==> src/rtl/cond_loop_unit.sv <==
module cond_loop_unit #(
  parameter int REG_W = 32,
  parameter int CNT_W = 16
) (
  input  logic             clk,
  input  logic             rst_n,
  input  logic             op_valid,
  input  logic             loop_mode,
  input  logic [3:0]       cond_sel,
  input  logic [3:0]       flags,
  input  logic [REG_W-1:0] reg_in,
  output logic             res_valid,
  output logic             take,
  output logic             wb_en,
  output logic [REG_W-1:0] wb_data,
  output logic             push_ret
);
  localparam logic [CNT_W-1:0] END_CNT = '1;

  logic n_f, z_f, v_f, c_f, cond_true;
  assign {n_f, z_f, v_f, c_f} = flags;

  always_comb begin
    unique case (cond_sel)
      4'd0:  cond_true = 1'b1;
      4'd1:  cond_true = 1'b0;
      4'd2:  cond_true = !c_f && !z_f;
      4'd3:  cond_true = c_f || z_f;
      4'd4:  cond_true = !c_f;
      4'd5:  cond_true = c_f;
      4'd6:  cond_true = !z_f;
      4'd7:  cond_true = z_f;
      4'd8:  cond_true = !v_f;
      4'd9:  cond_true = v_f;
      4'd10: cond_true = !n_f;
      4'd11: cond_true = n_f;
      4'd12: cond_true = n_f ~^ v_f;
      4'd13: cond_true = n_f ^ v_f;
      4'd14: cond_true = !z_f && (n_f ~^ v_f);
      default: cond_true = z_f || (n_f ^ v_f);
    endcase
  end

  logic [CNT_W-1:0] next_cnt;
  logic             call_code, dec_now, take_d;
  assign next_cnt  = reg_in[CNT_W-1:0] - 1'b1;
  assign call_code = !loop_mode && cond_sel == 4'd1;
  assign dec_now   = loop_mode && !cond_true;
  assign take_d    = loop_mode ? (dec_now && next_cnt != END_CNT) : (cond_true || call_code);

  always_ff @(posedge clk) begin
    if (!rst_n) begin
      res_valid <= 1'b0;
      take      <= 1'b0;
      wb_en     <= 1'b0;
      wb_data   <= '0;
      push_ret  <= 1'b0;
    end else begin
      res_valid <= op_valid;
      take      <= op_valid && take_d;
      wb_en     <= op_valid && dec_now;
      wb_data   <= op_valid ? {reg_in[REG_W-1:CNT_W], (dec_now ? next_cnt : reg_in[CNT_W-1:0])} : '0;
      push_ret  <= op_valid && call_code;
    end
  end
endmodule


==> config.mk <==
export PLATFORM = sky130hd
export DESIGN_NAME = cond_loop_unit
export DESIGN_NICKNAME = d
export VERILOG_FILES = /design/src/rtl/cond_loop_unit.sv
export SDC_FILE = /design/constraint.sdc
export NUM_CORES = 1
export LEC_CHECK = 0
export ABC_AREA = 0
export CAP_MARGIN = 0
export CORE_ASPECT_RATIO = 0.8
export CORE_MARGIN = 5
export CORE_UTILIZATION = 35
export DETAILED_ROUTE_END_ITERATION = 10
export PLACE_DENSITY = 0.78
export SKIP_CTS_REPAIR_TIMING = 1
export SLEW_MARGIN = 20
export SYNTH_ARGS = -nofsm -noshare
export SYNTH_HDL_FRONTEND = slang
export SYNTH_SLANG_ARGS = --single-unit
==> constraint.sdc <==
create_clock -name clk -period 2.7 [get_ports clk]
set_input_delay 0.675 -clock clk [delete_from_list [all_inputs] [get_ports clk]]
set_output_delay 0.675 -clock clk [all_outputs]
set_load 0.03 [all_outputs]
# == Word level (Yosys, flattened, before mapping) ==
# Cells that the tools add are included.
# op_classes
n_bitwise,2
add_sub_neg,1
mux,3
reduce_logical,19
eq_ne,15
# ops
cell,count
$eq A4 B4 Y1 const B,7
$eq A4 B3 Y1 const B,4
$mux W16,1
$ne A16 B16 Y1 const B,1
$sub A16 B1 Y16 const B,1
$pmux W1 S15,1
$eq A4 B2 Y1 const B,2
$logic_and A1 B1 Y1,8
$logic_not A1 Y1,6
$eq A4 B1 Y1 const B,1
$logic_not A4 Y1,1
$logic_or A1 B1 Y1,3
$reduce_and A2 Y1,1
$mux W1,1
$xnor A1 B1 Y1,1
$xor A1 B1 Y1,1
# totals
out_inout_bits,36
word_cells,45
ff_bits,36
in_bits,44

# == Longest topological paths before layout ==
# Gate-level depths: netlist (run 1).
# logic_depth
depth_word,8
ltp_mapped,9

# == Worst setup path after synthesis (run 1) ==
# Ideal clock, no wire load.
# synth_timing
path_type,input port to flip-flop
startpoint,input port reg_in[0]
endpoint,register take
cell_stages,8
arrival_time_ns,2.344
path_buffers,0
path_slack_ns,0.268
setup_ns,0.087
cell_sequence,inv_1 > ha_1 > or4b_2 > nor4b_1 > o21ai_0 > nor4b_1 > nor4b_1 > o31ai_1
# synth_between
elab_chain_len,5
# synth_rtl
item,line_no,rtl
start: declaration,11,"input logic [REG_W-1:0] reg_in,"
$sub A16 B1 Y16,46,assign next_cnt = reg_in[CNT_W-1:0] - 1'b1;
$ne A16 B16 Y1,49,assign take_d = loop_mode ? (dec_now && next_cnt != END_CNT) : (cond_true || call_code);
$logic_and A1 B1 Y1,49,
$mux W1,49,
$logic_and A1 B1 Y1,60,take <= op_valid && take_d;
end signal: assignment,60,
end: declaration,13,"output logic take,"
# No other way between the ends.
# A chain may end at the register's enable or synchronous reset.

# == Final worst setup path (run 1) ==
# layout_timing
startpoint,input port flags[3]
endpoint,register wb_data[1]
# layout_between
elab_chain_len,6
elab_cells_between_ends,9
cone_classes,mux: 2; bitwise: 2; reduce/logical: 5
# layout_rtl
item,line_no,rtl
start: declaration,10,"input logic [3:0] flags,"
$xor A1 B1 Y1 or $xnor A1 B1 Y1 (tied branches),--,
$logic_or A1 B1 Y1 or $logic_and A1 B1 Y1 (tied branches),"40, 39",
$pmux W1 S15 *,24,unique case (cond_sel)
$logic_not A1 Y1 *,48,assign dec_now = loop_mode && !cond_true;
$logic_and A1 B1 Y1 *,48,
$mux W16 *,62,"wb_data <= op_valid ? {reg_in[REG_W-1:CNT_W], (dec_now ? next_cnt : reg_in[CNT_W-1:0])} : '0;"
end signal: assignment,62,
end: declaration,15,"output logic [REG_W-1:0] wb_data,"
# Every way passes the cells marked *; elsewhere a longest branch is shown, timed or not.

==> key figures, run 1 <==
Synth
  • Yosys warns: 0
  • Seq/Total Area, Yosys: between 30% and 40%
  • Ys async rst share: 0%
  • Top-area cell type share of the netlist area: a little under 40%
  • Syn Area/Cell: approximately 8.9 um2
  • Prevailing post-synth register cell: dfxtp_1
  • Cells after Synth: approximately 200
  • Post-synth cell types: between 40 and 50
  • Commonest cells post-synth: dfxtp_1 (36), and3_1 (20), a21oi_1 (15)
  • Cell with the most instances after synthesis: dfxtp_1
  • Seq cells post-synth: 36
  • Main area contributors after synthesis: dfxtp_1 (40%), and3_1 (6.9%), a21oi_1 (4.1%), or4_1 (4.1%), o31ai_1 (2.9%)
  • Syn_nets: 250
  • Post-synth EDFFs: 0
  • Cell area after synthesis: 0.00182 mm2
  • Largest area contributor in the netlist: dfxtp_1

CTS
  • Clock transition at path regs: 0.08 ns
  • TritonCTS clock tree: yes
  • CTS root buffer: clkbuf_8
  • H-Tree Level Count: 2
  • CTS sink cnt: 36
  • Max Buffers Root-to-Sink: 2
  • Cts bufs inserted: 5

Setup path
  • Worst EP arrival: ~2.9 ns
  • Worst Path Required: approximately 3 ns
  • Largest delay share family, worst path: compound AO/OA/AOI/OAI gates
  • Critical Path Fanout Max: 8
  • CP max-delay cell: clkdlybuf4s50_1
  • Critical Path End Type: flop
  • Critical-path cell list: clkdlybuf4s50_1 -> xor2_1 -> or4b_1 -> a32oi_1 -> o21ai_1 -> and3_1 -> a211oi_1
  • Worst Path Buf+Inv: 1
  • WP depth: 7
  • Crit start category: input pin
  • Critical Path Max Stage Delay: around 0.46 ns
  • Critical path class: in -> reg

Die
  • Die Ht: between 70 and 80 um
  • Num rows: 23
  • # IOs: 80
  • Core ar.: 0.00504 mm2
  • Initial Utilization: about 36%
  • Width of the chip: roughly 91 um
  • Die ar.: roughly 0.0068 mm2

Timing
  • Worst-margin pin slew: 0.682 ns
  • Slew margin rel.: a little over half
  • Final Hold Viols: 0
  • Final period util: between 90% and 100%
  • Final setup violation count: 0
  • Final worst path period need: between 2 and 3 ns
  • Fmax: approximately 380 MHz
  • Unrepaired setup endpoints after global routing: true
  • Slew Limit Fails: 0
  • Setup TNS: 0 ns

Layout
  • Layout overhead on the synthesized area: 74.5%
  • Filler cells: about 430
  • Fin util: a little over three fifths
  • Layout cells sized above 1: between 20% and 30%
  • Inserted Diodes: 0
  • NumNets Final: about 370

Global route
  • First-pass GRT wire length: 9100 um
  • Vias in the first global route: a little under 2000
  • Gr ovfl total: 0
  • Initial antenna violation count: 0
  • Tot GR Track Use: ~16%
  • Maximum number of pins on one net before global-route repair: 18

Placed design
  • GP Congestion: just under 0.9
  • Buffers on Ports: 79
  • Post-DP HPWL: around 4600 um

Drt
  • Final WL: 5920 um
  • Routed WL per cell: ~15 um
  • DRT Pass-1 Iters: 4
  • Initial DRC count: 112
  • Vias per cell: ~5.4
  • DRC: 0
  • Detailed-route via count: 2114
  • Final ANT Viol Nets: 0

Hold path
  • Worst Hold Path Cells: 3
  • Hold Path Class: in -> reg

Job
  • MaxCap Viol Count: 0

Power and ir drop
  • Pwr Density: 437 mW/mm2
  • Static Leakage: 0.00127 uW
  • Design Power: roughly 1400 uW
  • Max IR drop VDD: approximately 0.26 mV

Run status
  • Status: finished, final reports clean
report_power, final:
part | switching [uW] | internal, uW | total (uW)
registers | 5.58 | 553 | 558
logic | 172 | 179 | 351
clock network | 209 | 273 | 482
total | 386 | 1010 | 1390
state kept, by name, indices dropped and copies added (netlist names):
name,cells
wb_data,32
push_ret,1
res_valid,1
take,1
wb_en,1
metrics by stage:
stage / instances / setup slack (ns) / hold slack [ns] / area [um2]
final: 388 / 0.0598 / 0.790 / 3180
after detailed placement: 378 / -0.330 / 1.29 / 2980
after global placement: 378 / -0.231 / 1.28 / 2980
after floorplan: 204 / 0.268 / 0.817 / 1820
after global routing: 388 / -0.0513 / 0.802 / 3180
after CTS: 386 / -0.0804 / 0.979 / 3090
cells in the final DEF, fill, tap and decap left out, drive strengths merged, types with 5 or more instances in the layout:
master         Yosys  routed
and3              21      21
inv                6       6
dfxtp             36      36
or4               11      11
or3                7       7
o21ai             10      10
buf                6      47
nand2             10      10
o31ai              7       7
nor4b              6       6
a21oi             15      15
nor4               5       5
clkdlybuf4s50      0      77
nor2               8       8
clkbuf             6       5
logic make-up (layout without fill, tap and decap cells):
family | after synthesis | in the layout | synth area share, %
flip-flops | 36 | 36 | 39.5
buffers and inverters | 18 | 140 | 4.60
XOR/XNOR | 5 | 5 | 2.40
AO/OA/AOI/OAI | 49 | 49 | 17.6
AND/OR/NAND/NOR | 92 | 92 | 33.5
multiplexers | 2 | 2 | 1.10
adder cells (fa/ha/maj) | 2 | 2 | 1.37
path summary, 6_finish.rpt:
check	end	from	slack [ns]
worst max-delay path	wb_data[1]$_SDFF_PN0_	flags[3]	0.06
worst min-delay path	wb_data[0]$_SDFF_PN0_	reg_in[0]	0.79
final cells by class:
| type | instances | area (um2) | area share [%] |
|---|---|---|---|
| Inverter | 6 | 22.5 | 0.708 |
| Tap cell | 62 | 77.6 | 2.44 |
| Sequential cell | 36 | 721 | 22.6 |
| Multi-Input combinational cell | 150 | 1090 | 34.2 |
| Clock inverter | 3 | 42.5 | 1.34 |
| Timing Repair Buffer | 126 | 1160 | 36.5 |
| Clock buffer | 5 | 68.8 | 2.16 |
tightest hold or removal path, delay by kind of cell:
kind,cells,cell delay [ns]
buffers and inverters,1,0.16
AOI/OAI and AO/OA,2,0.17
metal layers:
layer  track usage, %  part of all wire [%]  routed length, um
met1             21.1                    40               2370
met2             28.7                    52               3080
met3             2.63                   6.4                381
met4             5.62                   1.4                 82
met5                0                     0                  0
Power figures use the tool's default switching activity.
==> inputs of run 2 (changes only) <==
--- a/config.mk
+++ b/config.mk
@@ -13,6 +13,7 @@
 export DETAILED_ROUTE_END_ITERATION = 10
 export PLACE_DENSITY = 0.78
 export SKIP_CTS_REPAIR_TIMING = 1
+export SKIP_LAST_GASP = 1
 export SLEW_MARGIN = 20
 export SYNTH_ARGS = -nofsm -noshare
 export SYNTH_HDL_FRONTEND = slang
==> run 2 against run 1 <==
Non-clock buffer count stayed put. Maximum frequency decreased by 1.8%. Global-route usage stayed put. Cell count did not move. Wire length is 0.66% higher. Clock power hardly changed. Total power about the same. Sequential power barely moved. Critical endpoint is now take$_SDFF_PN0_.
==> key figures, run 2 (synthesized netlist as in run 1, its figures left out) <==
Run status
  • Status: finished, final reports clean

Layout
  • NumNets Final: 371 (unchanged)
  • Top reg by flops: wb_data
  • Most common cell after layout, fill and taps aside: clkdlybuf4s50_1
  • Layout cells sized above 1: 22.7% (unchanged)
  • Inserted Diodes: 0 (unchanged)
  • Most frequent cells in the layout: clkdlybuf4s50_1 (78), buf_4 (46), dfxtp_1 (36)
  • Fin util: 63.2% (about the same)
  • Non-filler cells, final: 388 (unchanged)
  • Largest register FFs: 32 (unchanged)
  • Post-route cell area: 0.00318 mm2 (about the same)
  • Layout overhead on the synthesized area: 74.3% (about the same)

Timing
  • Unrepaired setup endpoints after global routing: true
  • Final worst path period need: 2.69 ns (+0.0471 ns)
  • Fmax: 372 MHz (-1.8%)
  • Slew Limit Fails: 0 (unchanged)
  • Final setup violation count: 0 (unchanged)
  • Final Hold Viols: 0 (unchanged)
  • Final period util: 99.5% (+1.7 points)
  • Slew margin rel.: 54.1% (-0.12 points)
  • Worst-margin pin slew: 0.684 ns (+0.00183 ns)
  • Setup TNS: 0 ns (unchanged)

CTS
  • Clock transition at path regs: 0.08 ns (about the same)
  • Max Buffers Root-to-Sink: 2 (unchanged)
  • CTS root buffer: clkbuf_8
  • H-Tree Level Count: 2 (unchanged)
  • Cts bufs inserted: 5 (unchanged)
  • TritonCTS clock tree: yes
  • CTS sink cnt: 36 (unchanged)

Placed design
  • Placed cell count: 378 (unchanged)
  • Post-DP HPWL: 4570 um (unchanged)
  • Buffers on Ports: 79 (unchanged)
  • GP Congestion: 0.884 (unchanged)
  • Dpl cell area: 0.00298 mm2 (unchanged)

Setup path
  • Critical Path End Type: flop
  • Critical-path cell list: clkdlybuf4s50_1 -> or4_4 -> o311ai_0 -> or3b_1 -> o311ai_2 -> nor4b_2 -> o31ai_1
  • Critical path class: in -> reg
  • Worst Path Required: 2.90 ns (-0.02 ns)
  • Worst EP arrival: 2.89 ns (+0.03 ns)
  • Critical Path Fanout Max: 5 (-3)
  • CP max-delay cell: or4_4
  • Crit start category: input pin
  • Critical Path Max Stage Delay: 0.61 ns (+0.15 ns)

Power and ir drop
  • Static Leakage: 0.00126 uW (-0.72%)
  • Design Power: 1390 uW (about the same)
  • Pwr Density: 438 mW/mm2 (+0.15%)
  • Max IR drop VDD: 0.259 mV (+0.23%)

Global route
  • GR peak layer: met2
  • Maximum number of pins on one net before global-route repair: 18 (unchanged)
  • Met2 global-route usage: 28.7% (unchanged)
  • First-pass GRT wire length: 9100 um (unchanged)
  • Gr ovfl total: 0 (unchanged)
  • Vias in the first global route: 1924 (unchanged)
  • Initial antenna violation count: 0 (unchanged)
  • Tot GR Track Use: 16.5% (unchanged)
  • Global Route met3 Usage: 2.63% (unchanged)
  • GR Util met1: 21.1% (unchanged)

Job
  • MaxCap Viol Count: 0 (unchanged)

Drt
  • DRC: 0 (unchanged)
  • Routed WL per cell: 15.4 um (+0.66%)
  • DRT Pass-1 Iters: 4 (unchanged)
  • Final WL: 5960 um (+0.66%)
  • Final ANT Viol Nets: 0 (unchanged)
  • Vias per cell: 5.44 (-0.14%)
  • Detailed-route via count: 2111 (-0.14%)
  • Initial DRC count: 97 (-13%)

Die
  • # IOs: 80 (unchanged)
  • Initial Utilization: 36.2% (unchanged)
  • Die ar.: 0.00677 mm2 (unchanged)
  • Num rows: 23 (unchanged)
  • Die Ht: 74.6 um (unchanged)
  • Width of the chip: 90.7 um (unchanged)
  • Core ar.: 0.00504 mm2 (unchanged)

Hold path
  • Hold Path Class: in -> reg
==> run 2: cell types whose count changed in the layout (fill, tap and decap cells not counted), sizes merged <==
| cell | before | now |
|---|---|---|
| dlymetal6s2s | 2 | 1 |
| clkdlybuf4s50 | 77 | 78 |
==> run 2: metrics by stage <==
step           hold slack, ns  setup slack, ns
2_1_floorplan           0.817            0.268
5_1_grt                 0.926          -0.0908
3_5_place_dp             1.29           -0.330
3_3_place_gp             1.28           -0.231
6_report                0.897           0.0127
4_1_cts                 0.979          -0.0804
==> run 2: routing by layer <==
layer	vias to the layer above	share of wire, %	wire length, um
li1	1029	-	-
met1	1006	41	2410
met2	66	52	3090
met3	10	6.2	372
met4	0	1.4	83
met5	-	0	0
==> run 2: final timing paths <==
kind | from | to | slack [ns] | depth (start not counted)
max | reg_in[0] | take$_SDFF_PN0_ | 0.01 | 7
min | reg_in[1] | wb_data[1]$_SDFF_PN0_ | 0.90 | 4
==> run 2: layout make-up <==
cell class | instances | area, um2
clock buffer | 5 | 68.8
clock inverter | 3 | 42.5
fill | 432 | 1860
inverter | 6 | 22.5
multi-input combinational | 150 | 1090
sequential | 36 | 721
tap | 62 | 77.6
timing repair buffer | 126 | 1160
==> run 2: power breakdown <==
part	leakage (uW)	switching, uW	internal [uW]
Clock	0.0000541	209	273
Sequential	0.000296	5.57	553
Combinational	0.000911	173	179
==> run 2: worst max-delay path: cells and delay by family <==
family                 cells  cell delay (ns)
AND/OR/NAND/NOR            3             1.12
buffers and inverters      1             0.48
AO/OA/AOI/OAI              3             0.61
==> inputs of run 3 (changes only) <==
--- a/config.mk
+++ b/config.mk
@@ -9,12 +9,11 @@
 export CAP_MARGIN = 0
 export CORE_ASPECT_RATIO = 0.8
 export CORE_MARGIN = 5
-export CORE_UTILIZATION = 35
+export CORE_UTILIZATION = 42
 export DETAILED_ROUTE_END_ITERATION = 10
-export PLACE_DENSITY = 0.78
+export PLACE_DENSITY = 0.89
 export SKIP_CTS_REPAIR_TIMING = 1
 export SKIP_LAST_GASP = 1
-export SLEW_MARGIN = 20
 export SYNTH_ARGS = -nofsm -noshare
 export SYNTH_HDL_FRONTEND = slang
 export SYNTH_SLANG_ARGS = --single-unit
==> constraint.sdc (replaced) <==
create_clock -name clk -period 2.9 [get_ports clk]
set_input_delay 0.725 -clock clk [delete_from_list [all_inputs] [get_ports clk]]
set_output_delay 0.725 -clock clk [all_outputs]
set_load 0.03 [all_outputs]
==> run 3 against run 2 <==
Cell area down 6.1%. Hold slack better by 0.14 ns. Sequential share of layout area up 1.5 points. Sequential power down 7.0%. Critical endpoint unchanged.
==> key figures, run 3 (synthesized netlist as in run 1, its figures left out) <==
Power and ir drop
  • Sw power: 347 uW (-10%)
  • Internal Power: 831 uW (-17%)
  • Pwr Density: 394 mW/mm2 (-10%)
  • Max IR drop VDD: 0.287 mV (+11%)
  • Gate power share: 25.5% (+0.2 points)
  • Static Leakage: 0.00118 uW (-6.5%)
  • Sw frac: 29.5% (+1.7 points)
  • Design Power: 1180 uW (-15%)
  • Seq pwr share: 44.1% (+4.0 points)
  • Clock share of power: 30.5% (-4.1 points)

Layout
  • Inserted Diodes: 0 (unchanged)
  • Filler cells: 321 (-26%)
  • Most common cell after layout, fill and taps aside: clkdlybuf4s50_1
  • Non-filler cells, final: 371 (-4.4%)
  • Top reg by flops: wb_data
  • NumNets Final: 359 (-3.2%)
  • Layout overhead on the synthesized area: 63.8%
  • Most frequent cells in the layout: clkdlybuf4s50_1 (79), dfxtp_1 (36), buf_4 (35)
  • Layout cells sized above 1: 16.9% (-5.8 points)
  • Largest register FFs: 32 (unchanged)
  • Fin util: 71.1% (+7.9 points)

Placed design
  • Placed cell count: 362 (-4.2%)
  • Post-DP HPWL: 4240 um (-7.1%)
  • GP Congestion: 0.906 (+2.5%)
  • Buffers on Ports: 79 (unchanged)

CTS
  • Max Buffers Root-to-Sink: 2 (unchanged)
  • CTS sink cnt: 36 (unchanged)
  • Clock transition at path regs: 0.08 ns (about the same)
  • CTS root buffer: clkbuf_8
  • TritonCTS clock tree: yes
  • Cts bufs inserted: 5 (unchanged)
  • H-Tree Level Count: 2 (unchanged)

Die
  • Width of the chip: 83.7 um (-7.7%)
  • Die ar.: 0.00577 mm2 (-15%)
  • Die Ht: 68.9 um (-7.5%)
  • Initial Utilization: 43.4% (+7.2 points)
  • Num rows: 21 (-8.7%)
  • Core ar.: 0.00420 mm2 (-17%)
  • # IOs: 80 (unchanged)

Drt
  • Final WL: 5520 um (-7.3%)
  • Routed WL per cell: 14.9 um (-3.1%)
  • Initial DRC count: 98 (+1.0%)
  • DRT Pass-1 Iters: 4 (unchanged)
  • Final ANT Viol Nets: 0 (unchanged)
  • Vias per cell: 5.47 (+0.62%)
  • DRC: 0 (unchanged)
  • Detailed-route via count: 2031 (-3.8%)

Setup path
  • Worst Path Required: 3.10 ns (+0.20 ns)
  • Critical path class: in -> reg
  • Worst EP arrival: 2.94 ns (+0.05 ns)
  • Critical Path Max Stage Delay: 0.61 ns (about the same)
  • Most used cell, CP: nor4b_1
  • Critical-path cell list: clkdlybuf4s50_1 -> inv_1 -> ha_1 -> or4b_2 -> nor4b_1 -> o21ai_0 -> nor4b_1 -> nor4b_1 -> o31ai_1
  • CP max-delay cell: or4b_2
  • Critical Path Fanout Max: 4 (-1)
  • Crit start category: input pin
  • Critical Path End Type: flop

Timing
  • Fmax: 365 MHz
  • Final period util: between 90% and 100%
  • Final Hold Viols: 0 (unchanged)
  • Slew Limit Fails: 0 (unchanged)
  • Final setup violation count: 0 (unchanged)
  • Worst-margin pin slew: 0.633 ns (-0.0514 ns)
  • Unrepaired setup endpoints after global routing: false
  • Final worst path period need: about 2.7 ns
  • Slew margin rel.: 57.5% (+3.4 points)
  • Setup TNS: 0 ns (unchanged)

Global route
  • Initial antenna violation count: 0 (unchanged)
  • Gr ovfl total: 0 (unchanged)
  • Vias in the first global route: 1831 (-4.8%)
  • Tot GR Track Use: 18.0% (+1.5 points)
  • Maximum number of pins on one net before global-route repair: 25 (+7)
  • First-pass GRT wire length: 8290 um (-9.0%)

Job
  • MaxCap Viol Count: 0 (unchanged)

Run status
  • Status: finished, final reports clean

Hold path
  • Hold Path Class: in -> reg
run 3: metrics by stage:
stage	hold WS, ns	area, um2	setup WS (ns)
finish	1.03	2990	0.161
global route	1.03	2990	0.00272
CTS	1.03	2970	0.172
detailed placement	1.34	2880	-0.116
global placement	1.33	2880	-0.0451
floorplan	0.867	1820	0.418
run 3: final timing paths:
kind | from | cells past startpoint | end
setup / recovery | reg_in[0] | 9 | take$_SDFF_PN0_
hold / removal | reg_in[27] | 2 | wb_data[27]$_SDFF_PN0_
run 3: metal layers:
metal,GRT usage (%),routed length [um]
met1,22.5,2420
met3,5.11,394
met4,5.62,69
met5,0,0
met2,30.6,2640
run 3: area by class of cell:
cell class	instances	area [um2]	area share, %
flip-flops and latches	36	721	24.1
repair buffers	114	1050	35.3
inverters	6	22.5	0.754
clock inverters	3	18.8	0.628
well taps	57	71.3	2.39
multi-input cells	150	1030	34.5
clock buffers	5	68.8	2.30
run 3: power groups by stage:
| stage | Sequential [uW] | Combinational (uW) | Clock, uW |
|---|---|---|---|
| 3_5_place_dp | 531 | 297 | 0 |
| 2_1_floorplan | 574 | 93.7 | 0 |
| 3_3_place_gp | 531 | 292 | 0 |
| 4_1_cts | 520 | 298 | 363 |
| 5_1_grt | 521 | 319 | 382 |
| 6_report | 519 | 300 | 359 |
run 3: worst max-delay path, delay by kind of cell:
family	cells	cell delay [ns]
simple gates	4	1.16
buf+inv	2	0.56
compound gates	2	0.30
fa+ha+maj	1	0.20
